===== config.mk =====
export PLATFORM = sky130hd
export DESIGN_NAME = rx_ring_writer
export DESIGN_NICKNAME = d
export VERILOG_FILES = /design/src/rtl/rx_ring_pkg.sv /design/src/rtl/rx_ring_wrap.sv /design/src/rtl/rx_ring_packer.sv /design/src/rtl/rx_ring_ctrl.sv /design/src/rtl/rx_ring_writer.sv
export SDC_FILE = /design/constraint.sdc
export NUM_CORES = 1
export LEC_CHECK = 0
export BUFFER_PORTS_ARGS = -buffer_cell sky130_fd_sc_hd__buf_4
export CORE_AREA = 2 2 187 189
export DETAILED_ROUTE_END_ITERATION = 10
export DIE_AREA = 0 0 189 191
export PLACE_DENSITY_LB_ADDON = 0.05
export SLEW_MARGIN = 20
export SYNTH_ARGS = -nofsm -noshare
export SYNTH_HDL_FRONTEND = slang
export SYNTH_HIERARCHICAL = 1
export SYNTH_SLANG_ARGS = --single-unit

===== constraint.sdc =====
create_clock -name clk_i -period 5.3 [get_ports clk_i]
set_input_delay 0.53 -clock clk_i [delete_from_list [all_inputs] [get_ports clk_i]]
set_output_delay 0.53 -clock clk_i [all_outputs]
set_load 0.02 [all_outputs]

===== src/rtl/rx_ring_pkg.sv =====
package rx_ring_pkg;
  localparam int ERR_W = 5;
  localparam int LEN_W = 14;
  localparam int GOOD_BIT = 13;
  localparam logic [15:0] EVT_DONE  = 16'h0008;
  localparam logic [15:0] EVT_EMPTY = 16'h0000;

  typedef enum logic [2:0] {
    S_IDLE, S_RECV, S_DROP, S_FIN, S_STAT, S_NEXT, S_CNT, S_EVT
  } wr_state_e;

  function automatic logic [15:0] status_word(input logic [ERR_W-1:0] e);
    logic [15:0] w;
    w = '0;
    w[0]  = e[0];
    w[7]  = e[1];
    w[8]  = e[2];
    w[10] = e[3];
    w[11] = e[4];
    w[GOOD_BIT] = (e == '0);
    return w;
  endfunction
endpackage


===== src/rtl/rx_ring_wrap.sv =====
module rx_ring_wrap #(
  parameter int ADDR_W = 15
) (
  input  logic [ADDR_W-1:0] addr_i,
  input  logic [3:0]        step_i,
  input  logic [ADDR_W-9:0] lo_page_i,
  input  logic [ADDR_W-9:0] hi_page_i,
  output logic [ADDR_W-1:0] addr_o
);
  logic [ADDR_W:0] sum, top, span;

  assign top  = {1'b0, hi_page_i, 8'hFE};
  assign span = top + (ADDR_W+1)'(2) - {1'b0, lo_page_i, 8'h00};
  assign sum  = {1'b0, addr_i} + {{(ADDR_W-3){1'b0}}, step_i};

  always_comb begin
    if (sum > top) addr_o = ADDR_W'(sum - span);
    else           addr_o = sum[ADDR_W-1:0];
  end
endmodule


===== src/rtl/rx_ring_packer.sv =====
module rx_ring_packer (
  input  logic       clk_i,
  input  logic       rst_ni,
  input  logic       clr_i,
  input  logic       load_i,
  input  logic       take_i,
  input  logic [7:0] byte_i,
  output logic       odd_o,
  output logic [7:0] lo_o
);
  always_ff @(posedge clk_i or negedge rst_ni) begin
    if (!rst_ni) begin
      odd_o <= 1'b0;
      lo_o  <= '0;
    end else if (load_i) begin
      odd_o <= 1'b1;
      lo_o  <= byte_i;
    end else if (take_i || clr_i) begin
      odd_o <= 1'b0;
    end
  end
endmodule


===== src/rtl/rx_ring_ctrl.sv =====
module rx_ring_ctrl
  import rx_ring_pkg::*;
#(
  parameter int ADDR_W = 15,
  parameter int CNT_W  = 8
) (
  input  logic              clk_i,
  input  logic              rst_ni,
  input  logic              init_i,
  input  logic [ADDR_W-9:0] lo_page_i,
  input  logic [ADDR_W-9:0] hi_page_i,
  input  logic [ADDR_W-1:0] stop_ptr_i,
  input  logic              discard_bad_i,
  input  logic              rx_mask_i,
  input  logic              rx_valid_i,
  input  logic              rx_sof_i,
  input  logic              rx_eof_i,
  input  logic [7:0]        rx_data_i,
  input  logic [ERR_W-1:0]  rx_err_i,
  input  logic              odd_i,
  input  logic [7:0]        lo_i,
  output logic              load_o,
  output logic              take_o,
  output logic              clr_o,
  output logic              mem_we_o,
  output logic [ADDR_W-1:0] mem_addr_o,
  output logic [15:0]       mem_wdata_o,
  output logic              rx_irq_o,
  output logic [CNT_W-1:0]  drop_cnt_o
);
  localparam int HDR_WORDS = 4;

  wr_state_e         state_q;
  logic [ADDR_W-1:0] base_q, dptr_q, waddr_q;
  logic [LEN_W-1:0]  cnt_q;
  logic [ERR_W-1:0]  err_q;
  logic [CNT_W-1:0]  drop_q;
  logic [15:0]       wdata_q;
  logic              we_q, irq_q;

  logic [ADDR_W-1:0] hdr_addr [1:HDR_WORDS];
  logic [ADDR_W-1:0] step_ptr, stop_w, guard, start_addr;
  logic              hdr_hit, discard_now, drop_now;

  for (genvar k = 1; k <= HDR_WORDS; k++) begin : g_hdr
    rx_ring_wrap #(.ADDR_W(ADDR_W)) u_hdr (
      .addr_i(base_q), .step_i(4'(2*k)),
      .lo_page_i(lo_page_i), .hi_page_i(hi_page_i), .addr_o(hdr_addr[k])
    );
  end

  rx_ring_wrap #(.ADDR_W(ADDR_W)) u_step (
    .addr_i(dptr_q), .step_i(4'd2),
    .lo_page_i(lo_page_i), .hi_page_i(hi_page_i), .addr_o(step_ptr)
  );

  assign stop_w = stop_ptr_i & ~ADDR_W'(1);

  rx_ring_wrap #(.ADDR_W(ADDR_W)) u_guard (
    .addr_i(stop_w), .step_i(4'd2),
    .lo_page_i(lo_page_i), .hi_page_i(hi_page_i), .addr_o(guard)
  );

  assign start_addr  = {lo_page_i, 8'h00};
  assign hdr_hit     = (hdr_addr[1] == guard) || (hdr_addr[2] == guard) ||
                       (hdr_addr[3] == guard);
  assign discard_now = discard_bad_i && (err_q != '0);

  always_comb begin
    drop_now = 1'b0;
    if (!init_i) begin
      unique case (state_q)
        S_IDLE:  drop_now = rx_valid_i && rx_sof_i && hdr_hit;
        S_RECV:  drop_now = rx_valid_i && odd_i && (dptr_q == guard);
        S_FIN:   drop_now = !discard_now && (dptr_q == guard);
        default: drop_now = 1'b0;
      endcase
    end
  end

  assign load_o = !init_i && rx_valid_i &&
                  ((state_q == S_IDLE && rx_sof_i) || (state_q == S_RECV && !odd_i));
  assign take_o = (state_q == S_RECV && rx_valid_i && odd_i) || (state_q == S_FIN);
  assign clr_o  = init_i || (state_q == S_IDLE) || (state_q == S_DROP);

  always_ff @(posedge clk_i or negedge rst_ni) begin
    if (!rst_ni) begin
      state_q <= S_IDLE;
      base_q  <= '0;
      dptr_q  <= '0;
      cnt_q   <= '0;
      err_q   <= '0;
      drop_q  <= '0;
      we_q    <= 1'b0;
      waddr_q <= '0;
      wdata_q <= '0;
      irq_q   <= 1'b0;
    end else begin
      we_q  <= 1'b0;
      irq_q <= 1'b0;
      if (drop_now) drop_q <= drop_q + CNT_W'(1);
      if (init_i) begin
        state_q <= S_IDLE;
        base_q  <= start_addr;
        we_q    <= 1'b1;
        waddr_q <= start_addr;
        wdata_q <= EVT_EMPTY;
      end else begin
        unique case (state_q)
          S_IDLE: begin
            if (rx_valid_i && rx_sof_i) begin
              if (hdr_hit) begin
                state_q <= rx_eof_i ? S_IDLE : S_DROP;
              end else begin
                dptr_q <= hdr_addr[4];
                cnt_q  <= LEN_W'(1);
                if (rx_eof_i) begin
                  err_q   <= rx_err_i;
                  state_q <= S_FIN;
                end else begin
                  state_q <= S_RECV;
                end
              end
            end
          end
          S_RECV: begin
            if (rx_valid_i) begin
              cnt_q <= cnt_q + LEN_W'(1);
              if (odd_i && dptr_q == guard) begin
                state_q <= rx_eof_i ? S_IDLE : S_DROP;
              end else begin
                if (odd_i) begin
                  we_q    <= 1'b1;
                  waddr_q <= dptr_q;
                  wdata_q <= {rx_data_i, lo_i};
                  dptr_q  <= step_ptr;
                end
                if (rx_eof_i) begin
                  err_q   <= rx_err_i;
                  state_q <= S_FIN;
                end
              end
            end
          end
          S_DROP: begin
            if (rx_valid_i && rx_eof_i) state_q <= S_IDLE;
          end
          S_FIN: begin
            if (discard_now || dptr_q == guard) begin
              state_q <= S_IDLE;
            end else if (odd_i) begin
              we_q    <= 1'b1;
              waddr_q <= dptr_q;
              wdata_q <= {8'h00, lo_i};
              dptr_q  <= step_ptr;
            end else begin
              // clear the following frame's event word before this one commits
              we_q    <= 1'b1;
              waddr_q <= dptr_q;
              wdata_q <= EVT_EMPTY;
              state_q <= S_STAT;
            end
          end
          S_STAT: begin
            we_q    <= 1'b1;
            waddr_q <= hdr_addr[1];
            wdata_q <= status_word(err_q);
            state_q <= S_NEXT;
          end
          S_NEXT: begin
            we_q    <= 1'b1;
            waddr_q <= hdr_addr[2];
            wdata_q <= 16'(dptr_q);
            state_q <= S_CNT;
          end
          S_CNT: begin
            we_q    <= 1'b1;
            waddr_q <= hdr_addr[3];
            wdata_q <= {2'b00, cnt_q};
            state_q <= S_EVT;
          end
          S_EVT: begin
            we_q    <= 1'b1;
            waddr_q <= base_q;
            wdata_q <= EVT_DONE;
            base_q  <= dptr_q;
            irq_q   <= (err_q == '0) && !rx_mask_i;
            state_q <= S_IDLE;
          end
          default: state_q <= S_IDLE;
        endcase
      end
    end
  end

  assign mem_we_o    = we_q;
  assign mem_addr_o  = waddr_q;
  assign mem_wdata_o = wdata_q;
  assign rx_irq_o    = irq_q;
  assign drop_cnt_o  = drop_q;

  p_no_guard_write_r7: assert property (@(posedge clk_i) disable iff (!rst_ni)
    (we_q && !$past(init_i) && ($past(state_q) == S_RECV || $past(state_q) == S_FIN))
      |-> (waddr_q != $past(guard)));

  p_drop_step_r7: assert property (@(posedge clk_i) disable iff (!rst_ni)
    (drop_q != $past(drop_q)) |-> (drop_q == $past(drop_q) + CNT_W'(1)));

  p_evt_after_cnt_r2: assert property (@(posedge clk_i) disable iff (!rst_ni)
    (state_q == S_EVT) |-> ($past(state_q) == S_CNT));
endmodule


===== src/rtl/rx_ring_writer.sv =====
module rx_ring_writer
  import rx_ring_pkg::*;
#(
  parameter int ADDR_W = 15,
  parameter int CNT_W  = 8
) (
  input  logic              clk_i,
  input  logic              rst_ni,
  input  logic              ring_init_i,
  input  logic [ADDR_W-9:0] lo_page_i,
  input  logic [ADDR_W-9:0] hi_page_i,
  input  logic [ADDR_W-1:0] stop_ptr_i,
  input  logic              discard_bad_i,
  input  logic              rx_mask_i,
  input  logic              rx_valid_i,
  input  logic              rx_sof_i,
  input  logic              rx_eof_i,
  input  logic [7:0]        rx_data_i,
  input  logic [4:0]        rx_err_i,
  output logic              mem_we_o,
  output logic [ADDR_W-1:0] mem_addr_o,
  output logic [15:0]       mem_wdata_o,
  output logic              rx_irq_o,
  output logic [CNT_W-1:0]  drop_cnt_o
);
  logic       odd, load, take, clr;
  logic [7:0] lo_byte;

  rx_ring_packer u_packer (
    .clk_i(clk_i), .rst_ni(rst_ni), .clr_i(clr), .load_i(load), .take_i(take),
    .byte_i(rx_data_i), .odd_o(odd), .lo_o(lo_byte)
  );

  rx_ring_ctrl #(.ADDR_W(ADDR_W), .CNT_W(CNT_W)) u_ctrl (
    .clk_i(clk_i), .rst_ni(rst_ni), .init_i(ring_init_i),
    .lo_page_i(lo_page_i), .hi_page_i(hi_page_i), .stop_ptr_i(stop_ptr_i),
    .discard_bad_i(discard_bad_i), .rx_mask_i(rx_mask_i),
    .rx_valid_i(rx_valid_i), .rx_sof_i(rx_sof_i), .rx_eof_i(rx_eof_i),
    .rx_data_i(rx_data_i), .rx_err_i(rx_err_i),
    .odd_i(odd), .lo_i(lo_byte), .load_o(load), .take_o(take), .clr_o(clr),
    .mem_we_o(mem_we_o), .mem_addr_o(mem_addr_o), .mem_wdata_o(mem_wdata_o),
    .rx_irq_o(rx_irq_o), .drop_cnt_o(drop_cnt_o)
  );

  p_word_align_r1: assert property (@(posedge clk_i) disable iff (!rst_ni)
    mem_we_o |-> !mem_addr_o[0]);

  p_in_ring_r5: assert property (@(posedge clk_i) disable iff (!rst_ni)
    mem_we_o |-> (mem_addr_o >= {lo_page_i, 8'h00} && mem_addr_o <= {hi_page_i, 8'hFE}));

  p_irq_on_commit_r9: assert property (@(posedge clk_i) disable iff (!rst_ni)
    rx_irq_o |-> (mem_we_o && mem_wdata_o == EVT_DONE));

  p_irq_mask_r9: assert property (@(posedge clk_i) disable iff (!rst_ni)
    rx_irq_o |-> !$past(rx_mask_i));

  p_irq_pulse_r9: assert property (@(posedge clk_i) disable iff (!rst_ni)
    rx_irq_o |=> !rx_irq_o);
endmodule


======== After elaboration in Yosys (flattened, before gate mapping) ========
Index checks and enable logic that the tools add are counted.
storage, ports and cells
  flip-flop bits (word level) ............. 102
  input bits .............................. 50
cells by class
  reductions and logical operators ........ 41
  equal/unequal tests ..................... 24
  add/subtract/negate cells ............... 16
  order comparisons ....................... 6
  bitwise operators ....................... 1
  multiplexer cells ....................... 62
operator list
  operator                 number
  $mux W15                 19
  $sub A15 B15 Y15         7
  $gt A16 B15 Y1           6
  $pmux W16 S6             1
  $pmux W15 S6             1
  $mux W16                 5
  $eq A15 B15 Y1           4
  $add A15 B2 Y16 const B  3
  $pmux W15 S3             1
  $mux W14                 3
  $add A15 B3 Y16 const B  2
  $pmux W14 S2             1
  $mux W3                  9
  $mux W5                  5
  $pmux W3 S8              1
  $add A15 B4 Y16 const B  1
  $add A15 B2 Y15 const B  1
  $logic_and A1 B1 Y1      15
  $ne A3 B3 Y1 const B     5
  $reduce_and A5 Y1        3
  $add A14 B1 Y14 const B  1
  $eq A3 B3 Y1 const B     4
  $mux W1                  10
  $pmux W5 S2              1
  other kinds (22)         41

======== Depth between registers and ports, before layout ========
Gate-level depths: netlist of the first run.
  word-level depth ........................ 11
  depth in mapped cells ................... 27
  gate-level depth less buffers ........... 26

======== Modules after synthesis ========
Netlist of the first run, hierarchy kept.
modules (own cells, without submodules)
  module                                    times used  cells an instance  area an instance (um^2)  sequential area each (um^2)
  rx_ring_ctrl                              1           589                5978.2                   2327.2
  rx_ring_wrap (u_ctrl.g_hdr[3].u_hdr ...)  3           225                1729.2                   0.0
  rx_ring_wrap (u_ctrl.g_hdr[1].u_hdr)      1           247                1880.6                   0.0
  rx_ring_wrap (u_ctrl.u_step)              1           238                1761.7                   0.0
  rx_ring_wrap (u_ctrl.g_hdr[2].u_hdr)      1           224                1716.6                   0.0
  rx_ring_packer                            1           20                 369.1                    225.2

======== Least setup slack after synthesis of the first run ========
No wires, ideal clock.
  kind .................................... in2reg
  start point ............................. input stop_ptr_i[2]
  end point ............................... register u_ctrl.dptr_q[12]
  stages on the path ...................... 23
  setup slack ............................. -0.580 ns
  data required time ...................... 5.175 ns
  arrival time ............................ 5.754 ns
  path through ............................ ha_1 -> o21a_1 -> a21o_1 -> nor2b_1 -> and3_1 -> xor2_1 -> fa_1 -> ha_1 -> a21o_1 -> or3_1 -> o211ai_1 -> a21boi_0 -> nor3_1 -> o21ai_1 -> xnor2_1 -> xor2_1 -> nor4_1 -> nand4_1 -> o31ai_4 -> nor3b_1 -> o41ai_4 -> buf_6 -> mux2_4
on the way
  word-level cells in the longest chain between the ends .. 8
RTL lines
  what                                                       RTL line              source
  start: declaration                                         rx_ring_writer.sv:12  input logic [ADDR_W-1:0] stop_ptr_i,
  $add A15 B2 Y16 *                                          rx_ring_wrap.sv:14    assign sum = {1'b0, addr_i} + {{(ADDR_W-3){1'b0}}, step_i};
  $sub A15 B15 Y15 / $gt A16 B15 Y1 (equally long branches)  rx_ring_wrap.sv:17    if (sum > top) addr_o = ADDR_W'(sum - span);
  $mux W15 *                                                 rx_ring_wrap.sv:17
  via u_ctrl.guard[14]                                       rx_ring_ctrl.sv:42    logic [ADDR_W-1:0] step_ptr, stop_w, guard, start_addr;
  $eq A15 B15 Y1                                             rx_ring_ctrl.sv:65    assign hdr_hit = (hdr_addr[1] == guard) || (hdr_addr[2] == guard) ||
  $logic_or A1 B1 Y1 (2 in a row)                            rx_ring_ctrl.sv:65
  $ne A2 B2 Y1 (no source line)                              -
  $reduce_and A7 Y1 (no source line) *                       -
  end signal: assignment                                     rx_ring_ctrl.sv:115   dptr_q <= hdr_addr[4];
  end signal: assignment                                     rx_ring_ctrl.sv:136   dptr_q <= step_ptr;
  end signal: assignment                                     rx_ring_ctrl.sv:155   dptr_q <= step_ptr;
  end: declaration                                           rx_ring_ctrl.sv:34    logic [ADDR_W-1:0] base_q, dptr_q, waddr_q;
The timed path passes the listed nets; every way through them passes the cells marked *.
A chain may end at the register's enable or synchronous reset.

==> results of run 1 <==
[cells by family (layout without fill, tap and decap cells)]
family / Yosys count / count (layout) / share of synthesized area
AO/OA/AOI/OAI: 466 / 466 / 0.196
XOR/XNOR: 221 / 221 / 0.115
adder cells (fa/ha/maj): 266 / 266 / 0.216
buffers and inverters: 306 / 767 / 0.0732
flip-flops: 102 / 102 / 0.151
multiplexers: 133 / 134 / 0.100
other: 2 / 32 / 0.000445
AND/OR/NAND/NOR: 497 / 497 / 0.149
[report_power, final]
group	total, mW	leakage (nW)	internal, mW	switching (mW)
logic	5.38	9.84	2.57	2.81
registers	1.14	1.33	0.904	0.233
clock network	0.806	0.179	0.502	0.303
[cell usage in the layout (no fill, tap or decap), types with 10 or more instances in the layout]
master	count
nand4_1	22
mux2i_1	47
o211ai_1	13
o21ai_2	10
nor3_1	28
a31oi_1	13
a22oi_1	10
nor2b_1	20
o21ai_0	55
a21oi_1	91
and2_1	10
nand2_2	14
conb_1	31
mux2_2	40
dfrtp_1	97
xnor2_2	15
o21ai_1	36
a211oi_1	10
ha_1	204
nand2_1	108
buf_4	457
buf_6	18
inv_1	258
ha_4	19
mux4_2	15
and3_1	22
a21o_1	59
nor2_1	111
mux2_4	30
nand3_1	55
o21a_1	27
nand2b_1	25
xnor2_1	107
clkbuf_16	12
o21bai_1	15
xor2_1	91
fa_1	39
[state kept, by name, summed over array words and instances, names as in the netlist]
register / count
u_ctrl/mem_wdata_o: 16
u_ctrl/dptr_q: 15
u_ctrl/cnt_q: 14
u_ctrl/base_q: 15
u_packer/odd_o: 1
u_ctrl/state_q: 3
u_ctrl/err_q: 5
u_ctrl/rx_irq_o: 1
u_ctrl/drop_cnt_o: 8
u_ctrl/mem_addr_o: 15
u_ctrl/mem_we_o: 1
u_packer/lo_o: 8
[how the worst max path moves through the flow]
stage                                start           endpoint  slack, ns  cells past startpoint
after global placement       stop_ptr_i[1]   u_ctrl/dptr_q[4]      -0.68                     27
final                     u_ctrl/base_q[3]   u_ctrl/dptr_q[4]      -0.49                     24
after detailed placement     stop_ptr_i[1]   u_ctrl/dptr_q[3]      -0.76                     26
after global routing      u_ctrl/base_q[3]   u_ctrl/dptr_q[4]      -0.68                     24
after floorplan              stop_ptr_i[2]  u_ctrl/dptr_q[12]      -0.41                     23
after CTS                 u_ctrl/base_q[1]   u_ctrl/dptr_q[4]      -0.43                     24
[critical path, delay by kind of cell (launching register included)]
kind / cells / cell delay, ns
fa+ha+maj: 3 / 0.94
buf+inv: 3 / 0.38
flops: 1 / 0.47
xor+xnor: 3 / 0.68
mux: 1 / 0.33
simple gates: 8 / 1.47
compound gates: 6 / 1.40
[timing repair]
item	in CTS	in global routing
resized for setup	114	115
pin swaps	63	72
setup buffers	24	29
setup endpoints to repair	76	75
cloned	1	5
[final cells by class]
cell class / instances / area share
well taps: 455 / 0.0251
clock inverters: 4 / 0.00436
multi-input cells: 1615 / 0.631
inverters: 265 / 0.0439
repair buffers: 486 / 0.171
clock buffers: 12 / 0.0118
diodes: 1 / 0.000110
flip-flops and latches: 102 / 0.113
[routing by layer]
layer / global-route usage / up-vias / wire [um]
met5: 0 / - / 0
met4: 0.105 / 0 / 1940
met3: 0.0253 / 102 / 2450
met2: 0.559 / 488 / 28600
met1: 0.394 / 8037 / 24700
li1: - / 7955 / -
[per-stage QoR]
stage,instances,instance area [um2],worst slack [ns]
2_1_floorplan,2022,17100,-0.410
3_3_place_gp,2867,20700,-0.681
3_5_place_dp,2867,20700,-0.762
4_1_cts,2908,21800,-0.433
5_1_grt,2939,22600,-0.679
6_report,2940,22700,-0.494
==> results.py, run 1 <==
metrics = {
    "run_status": {
        "outcome": "finished, violations left",
        "violations": "setup timing",
    },
    "pwr": {
        "power.leakage_nw": 11.3,
        "power_mw": 7.32,
        "ir_drop_uv": 472,
        "powerDensity_nw_per_um2": 323,
    },
    "timing": {
        "finalWorstPathRequiredPeriod_ns": 5.79,
        "whs_ns": 0.159,
        "rsz0062_at_grt": "true",
        "fin_tns_setup_ns": -14.81,
        "setup_slack_ns": -0.494,
        "tightest_slew_ns": 0.885,
        "relSlewSlack": 0.404,
        "timing_hold_violations_final": 0,
        "fin_crit_sh": 1.09,
        "fin_skew_ns": 0.00833,
        "slew_viol_final": 0,
        "max_clock_freq_mhz": 173,
        "finalSetupViolCount": 44,
    },
    "clock_network": {
        "clock_path_buffers": 2,
        "cts_hold_buf": 0,
        "cts-htree-levels": 3,
        "cts_inserted_buffers": 9,
        "tritoncts": "yes",
        "cts-root-buf": "clkbuf_16",
        "clk_pin_slew_ns": 0.07,
        "cts.sinks": 102,
        "clock_latency_ns": 0.35,
    },
    "critical_path": {
        "cp.required_ns": 5.53,
        "cp-start-kind": "flop",
        "cp_max_fo": 7,
        "reg2reg_slack_ns": -0.49,
        "crit_chain": "ha_4 > and3_4 > a22oi_2 > nor2_2 > and3_1 > xnor2_2 > fa_1 > inv_1 > ha_4 > and3_4 > a221o_1 > a21oi_2 > a21oi_2 > nor4b_2 > xor2_1 > xor2_1 > nor4_1 > nand4_1 > o31ai_4 > nor3b_2 > o41ai_4 > buf_12 > buf_12 > mux2_2",
        "critPathSlowestCell": "dfrtp_2",
        "crit_path_max_incr_delay_ns": 0.47,
        "criticalPathCategory": "reg -> reg",
        "arrival_ns": 6.03,
        "endpoint_kind": "flop",
        "r2r_start": "u_ctrl/base_q[3]",
        "regToRegEndpoint": "u_ctrl/dptr_q[4]",
        "rr_worst_depth": 24,
    },
    "cells_and_area": {
        "drive_gt1_frac": 0.320,
        "multi_input_area_um2": 14300,
        "regArea_um2": 2560,
        "final_util": 0.664,
        "layout.nets": 2795,
        "nFillCells": 2932,
        "area_delta_synth_final_pct": 34.1,
    },
    "synthesis": {
        "ys_types": 99,
        "synth_edf_count": 0,
        "synth_area_um2": 16900,
        "synthFlopType": "dfrtp_1",
        "yosysTopAreaCell": "ha_1",
        "synthCells": 1993,
        "yosys-top-cells-count": "inv_1, ha_1, nand2_1",
        "ys_ff_latch": 102,
        "async_flop_share": 1.00,
        "ys_top_cells_by_area": "ha_1, dfrtp_1, xnor2_1",
        "syn-mean-instance-area_um2": 8.48,
        "synth.most_common_cell": "inv_1",
        "yosysWarnings": 6,
        "synth_top_area_share": 0.166,
        "yosysSeqAreaShare": 0.151,
    },
    "floorplan": {
        "design.core.area_um2": 34100,
        "die_y_um": 191,
        "initial_utilization": 0.495,
        "die_area_um2": 36100,
        "die_w_um": 189,
        "ios": 91,
        "rows": 68,
    },
    "drt": {
        "viasPerCell": 5.64,
        "drtIter0Drc": 1169,
        "num_vias": 16582,
        "detail_route.wl_per_cell_um": 19.6,
        "drt_wl_total_mm": 57.6,
        "drt-pass1-iter-count": 5,
        "drc_errors": 0,
        "ant_nets": 0,
    },
    "global_route": {
        "grt_max_degree": 62,
        "grt_pass1_vias": 16374,
        "grt_pass1_wl_mm": 88.6,
        "grt_antenna_before_repair": 0,
        "track_usage": 0.312,
        "globalRouteOverflowTotal": 0,
    },
    "run": {
        "cap_viol_max_count": 0,
    },
    "placement": {
        "io_buffers": 89,
        "hpwl_mm": 45.3,
        "gp_congestion": 0.931,
    },
    "hold_path": {
        "worst_hold_path_type": "in -> async",
    },
}
No activity file was read; power rests on OpenSTA's default activity.
==> inputs of run 2 (changes only) <==
- CTS_BUF_LIST: not set -> sky130_fd_sc_hd__clkbuf_4 sky130_fd_sc_hd__clkbuf_8
- SKIP_LAST_GASP: not set -> 1
==> results.py, run 2 (synthesis results as in run 1) <==
metrics = {
    "drt": {
        "ant_nets": 0,
        "num_vias": 16553,
        "drt-pass1-iter-count": 5,
        "drtIter0Drc": 1178,
        "drc_errors": 0,
        "viasPerCell": 5.64,
        "detail_route.wl_per_cell_um": 19.6,
        "drt_wl_total_mm": 57.7,
    },
    "pwr": {
        "power.leakage_nw": 11.3,
        "powerDensity_nw_per_um2": 318,
        "ir_drop_uv": 472,
        "power_mw": 7.20,
    },
    "timing": {
        "fin_skew_ns": 0.0121,
        "slew_viol_final": 0,
        "whs_ns": 0.124,
        "timing_hold_violations_final": 0,
        "max_clock_freq_mhz": 174,
        "tightest_slew_ns": 0.876,
        "finalWorstPathRequiredPeriod_ns": 5.74,
        "setup_slack_ns": -0.442,
        "finalSetupViolCount": 44,
        "rsz0062_at_grt": "true",
        "fin_crit_sh": 1.08,
        "relSlewSlack": 0.410,
    },
    "cells_and_area": {
        "drive_gt1_frac": 0.320,
        "final_area_um2": 22600,
        "regArea_um2": 2560,
        "final_common_cell": "buf_4",
        "nFillCells": 2955,
        "layout.nets": 2793,
        "fin_cells": 2937,
        "multi_input_area_um2": 14300,
        "n_antenna_cell": 0,
        "area_delta_synth_final_pct": 34.0,
        "layout_common_cells": "buf_4, inv_1, ha_1",
        "largest_reg_flops": 16,
    },
    "floorplan": {
        "ios": 91,
        "die_y_um": 191,
        "die_area_um2": 36100,
        "die_w_um": 189,
        "initial_utilization": 0.495,
        "design.core.area_um2": 34100,
        "rows": 68,
    },
    "clock_network": {
        "cts_inserted_buffers": 9,
        "cts-root-buf": "clkbuf_8",
        "cts-htree-levels": 3,
        "clk_pin_slew_ns": 0.10,
        "clock_latency_ns": 0.38,
        "clock_path_buffers": 2,
        "cts.sinks": 102,
        "cts_hold_buf": 0,
        "tritoncts": "yes",
    },
    "critical_path": {
        "crit_start": "u_ctrl/base_q[1]",
        "cp.required_ns": 5.56,
        "rr_worst_depth": 25,
        "endpoint_kind": "flop",
        "arrival_ns": 6.00,
        "cp_max_fo": 7,
        "crit_end": "u_ctrl/dptr_q[4]",
        "r2r_start": "u_ctrl/base_q[1]",
        "criticalPathCategory": "reg -> reg",
        "regToRegEndpoint": "u_ctrl/dptr_q[4]",
        "cp-start-kind": "flop",
        "reg2reg_slack_ns": -0.44,
    },
    "global_route": {
        "grt_pass1_vias": 16386,
        "globalRouteOverflowTotal": 0,
        "grt_max_degree": 62,
        "grt_pass1_wl_mm": 88.5,
        "track_usage": 0.312,
        "grt_antenna_before_repair": 0,
    },
    "run_status": {
        "outcome": "finished, violations left",
        "violations": "setup timing",
    },
    "placement": {
        "dp_cells": 2867,
        "gp_congestion": 0.931,
        "place_ws_ns": -0.762,
        "place_area_um2": 20700,
        "io_buffers": 89,
        "hpwl_mm": 45.3,
    },
    "hold_path": {
        "worst_hold_path_type": "in -> async",
    },
    "run": {
        "cap_viol_max_count": 0,
    },
}
## run 2: layout make-up
class | count | area share
Timing Repair Buffer | 484 | 0.173
Tap cell | 455 | 0.0251
Multi-Input combinational cell | 1615 | 0.634
Clock buffer | 12 | 0.00729
Inverter | 265 | 0.0439
Clock inverter | 4 | 0.00437
Sequential cell | 102 | 0.113
## run 2: through the flow
| stage | util | setup TNS [ns] |
|---|---|---|
| after floorplan | - | -6.80 |
| after global placement | 0.608 | -38.88 |
| after detailed placement | 0.608 | -44.97 |
| after CTS | 0.637 | -14.17 |
| after global routing | 0.664 | -28.02 |
| final | 0.664 | -12.80 |
## run 2: worst min path at each step
stage / endpoint / slack, ns / depth (start not counted)
floorplan: u_ctrl/base_q[0] / 0.23 / 0
global placement: u_ctrl/mem_wdata_o[5] / 0.47 / 2
detailed placement: u_ctrl/drop_cnt_o[7] / 0.47 / 1
CTS: u_ctrl/mem_we_o / 0.13 / 1
global route: u_ctrl/mem_we_o / 0.16 / 1
finish: u_ctrl/mem_we_o / 0.12 / 1
## run 2: critical path, stage by stage (launching register included)
cell and delay [ns]:
dfrtp_2 0.43, buf_6 0.14, ha_1 0.19, a21o_1 0.17, a22oi_2 0.18, nor2_2 0.06
and3_4 0.20, xnor2_4 0.17, fa_1 0.56, inv_2 0.05, ha_4 0.24, and3_4 0.18
a221o_1 0.35, a21oi_2 0.16, a21oi_2 0.09, nor4b_4 0.26, xor2_1 0.29, xor2_1 0.11
nor4_1 0.24, nand4_1 0.18, o31ai_4 0.38, nor3b_2 0.10, o41ai_4 0.28, buf_12 0.15
buf_12 0.12, mux2_2 0.33
## run 2: report_power, final
part           internal (mW)  switching, mW  total [mW]
clock network          0.354          0.284       0.638
logic                   2.61           2.82        5.43
registers              0.903          0.228        1.13
## run 2: what timing repair did
| action | 4_1_cts | 5_1_grt |
|---|---|---|
| gates resized for setup | 106 | 116 |
| pin swaps | 61 | 54 |
| setup endpoints to repair | 76 | 70 |
| buffers inserted | 25 | 24 |
| cloned | 2 | 5 |
## run 2: routing by layer
layer | vias to the layer above | part of all wire | GRT usage
li1 | 7941 | - | -
met1 | 7994 | 0.42 | 0.393
met2 | 496 | 0.49 | 0.558
met3 | 122 | 0.045 | 0.0229
met4 | 0 | 0.039 | 0.113
met5 | - | 0 | 0
==> inputs of run 3 (changes only) <==
- GPL_TIMING_DRIVEN: not set -> 0
==> results.py, run 3 (synthesis results as in run 1) <==
metrics = {
    "cells_and_area": {
        "final_util": 0.605,
        "layout.nets": 2534,
        "n_antenna_cell": 0,
        "final_common_cell": "inv_1",
        "fin_cells": 2678,
        "final_area_um2": 20600,
        "area_delta_synth_final_pct": 22.1,
        "layout_common_cells": "inv_1, ha_1, buf_4",
        "largest_reg_flops": 16,
        "drive_gt1_frac": 0.238,
    },
    "critical_path": {
        "cp.required_ns": 5.59,
        "crit_buf_inv": 6,
        "criticalPathCategory": "reg -> reg",
        "crit_chain": "buf_12 > inv_4 > fa_2 > nand2b_4 > a211oi_4 > and4_4 > xnor2_4 > inv_1 > ha_1 > nand3_1 > or3_4 > o311a_4 > or2_4 > buf_6 > a21oi_1 > xnor2_1 > nand4_1 > o31ai_4 > nor3b_2 > o41ai_4 > buf_4 > buf_6 > mux2_2",
        "crit_family": "compound AO/OA/AOI/OAI gates",
        "crit_path_max_incr_delay_ns": 0.44,
        "cp-start-kind": "flop",
        "critPathSlowestCell": "dfrtp_2",
        "endpoint_kind": "flop",
        "crit_path_frequent_cell": "buf_6",
        "arrival_ns": 6.12,
        "cp_max_fo": 10,
    },
    "timing": {
        "slew_viol_final": 0,
        "max_clock_freq_mhz": 171,
        "relSlewSlack": 0.357,
        "fin_crit_sh": 1.10,
        "finalSetupViolCount": 50,
        "tightest_slew_ns": 0.965,
        "rsz0062_at_grt": "true",
        "fin_skew_ns": 0.0194,
        "setup_slack_ns": -0.534,
        "timing_hold_violations_final": 0,
        "whs_ns": 0.240,
        "finalWorstPathRequiredPeriod_ns": 5.83,
    },
    "floorplan": {
        "initial_utilization": 0.495,
        "design.core.area_um2": 34100,
        "die_area_um2": 36100,
        "ios": 91,
        "rows": 68,
        "die_w_um": 189,
        "die_y_um": 191,
    },
    "global_route": {
        "grt_pass1_vias": 15590,
        "grt_max_degree": 103,
        "globalRouteOverflowTotal": 0,
        "grt_antenna_before_repair": 0,
        "track_usage": 0.303,
        "grt_pass1_wl_mm": 85.5,
    },
    "drt": {
        "viasPerCell": 5.83,
        "drt-pass1-iter-count": 6,
        "num_vias": 15621,
        "drc_errors": 0,
        "ant_nets": 0,
        "drtIter0Drc": 1007,
        "detail_route.wl_per_cell_um": 20.4,
        "drt_wl_total_mm": 54.7,
    },
    "pwr": {
        "power.leakage_nw": 9.88,
        "powerDensity_nw_per_um2": 318,
        "ir_drop_uv": 437,
    },
    "clock_network": {
        "clock_path_buffers": 2,
        "clock_latency_ns": 0.40,
        "cts_inserted_buffers": 9,
        "cts-htree-levels": 3,
        "cts.sinks": 102,
        "cts-root-buf": "clkbuf_8",
        "clk_pin_slew_ns": 0.11,
        "tritoncts": "yes",
    },
    "run_status": {
        "outcome": "finished, violations left",
        "violations": "setup timing",
    },
    "placement": {
        "gp_congestion": 0.931,
        "dp_cells": 2566,
        "io_buffers": 89,
        "place_area_um2": 18400,
        "hpwl_mm": 41.7,
    },
    "hold_path": {
        "worst_hold_path_type": "in -> async",
    },
    "run": {
        "cap_viol_max_count": 0,
    },
}
==> run 3: cell types whose count changed in the layout (fill, tap and decap cells not counted), sizes merged <==
cell,previous run,this run
o21ai,104,105
bufinv,3,0
clkinvlp,0,1
buf,481,206
inv,265,269
clkbuf,15,28
clkinv,1,2
mux2,71,70
==> run 3: final timing paths <==
| kind | from | endpoint | slack, ns | cells past startpoint |
|---|---|---|---|---|
| worst max-delay path | u_ctrl/base_q[1] | u_ctrl/dptr_q[3] | -0.53 | 23 |
| worst min-delay path | rst_ni | u_ctrl/mem_we_o | 0.24 | 1 |
| worst max register to register | u_ctrl/base_q[1] | u_ctrl/dptr_q[3] | -0.53 | 23 |
| worst min register to register | u_ctrl/drop_cnt_o[7] | u_ctrl/drop_cnt_o[7] | 0.48 | 1 |
| max in group asynchronous | rst_ni | u_ctrl/base_q[5] | 4.30 | 1 |
| min in group clk_i | rx_mask_i | u_ctrl/rx_irq_o | 0.29 | 2 |
==> run 3: routing by layer <==
layer	global-route usage	up-vias	wire (um)
li1	-	7396	-
met1	0.387	7584	23600
met2	0.526	523	26000
met3	0.0299	118	2830
met4	0.122	0	2390
met5	0	-	0
==> run 3: layout make-up <==
cell class | instances | area [um2]
plain buffers | 39 | 260
clock buffers | 9 | 124
clock inverters | 7 | 61.3
fillers | 3051 | 13500
inverters | 265 | 997
multi-input cells | 1615 | 14500
flip-flops and latches | 102 | 2570
well taps | 455 | 569
repair buffers | 186 | 1570
==> run 3: worst register-to-register path: stages, from the launching register on <==
cell and delay (ns):
dfrtp_2 0.44, buf_12 0.13, inv_4 0.03, fa_2 0.34, nand2b_4 0.17, a211oi_4 0.29
and4_4 0.29, xnor2_4 0.14, inv_1 0.08, ha_1 0.28, nand3_1 0.11, or3_4 0.44
o311a_4 0.38, or2_4 0.30, buf_6 0.16, a21oi_1 0.43, xnor2_1 0.18, nand4_1 0.16
o31ai_4 0.40, nor3b_2 0.11, o41ai_4 0.20, buf_4 0.20, buf_6 0.13, mux2_2 0.33
==> run 3: where the power goes <==
group          internal (mW)  total, mW  switching (mW)  leakage, nW
Sequential             0.901       1.23           0.333         1.32
Clock                  0.182      0.494           0.312       0.0945
Combinational           2.21       4.83            2.62         8.47
Total                   3.29       6.55            3.26         9.88
==> run 3: through the flow <==
stage / power (mW) / setup TNS [ns] / worst slack [ns]
6_report: 6.55 / -17.03 / -0.534
5_1_grt: 7.07 / -30.64 / -0.762
4_1_cts: 6.38 / -19.16 / -0.605
3_5_place_dp: 5.60 / -98.54 / -1.68
3_3_place_gp: 5.54 / -94.55 / -1.68
2_1_floorplan: 4.46 / -6.80 / -0.410
==> run 3: timing repair <==
item                       CTS  global route
pin swaps                   88            79
buffers inserted            74            22
setup endpoints to repair   77            77
hold buffers                 0             0
resized for setup          172           105
gates cloned                 4             0
hold endpoints to repair     0             0
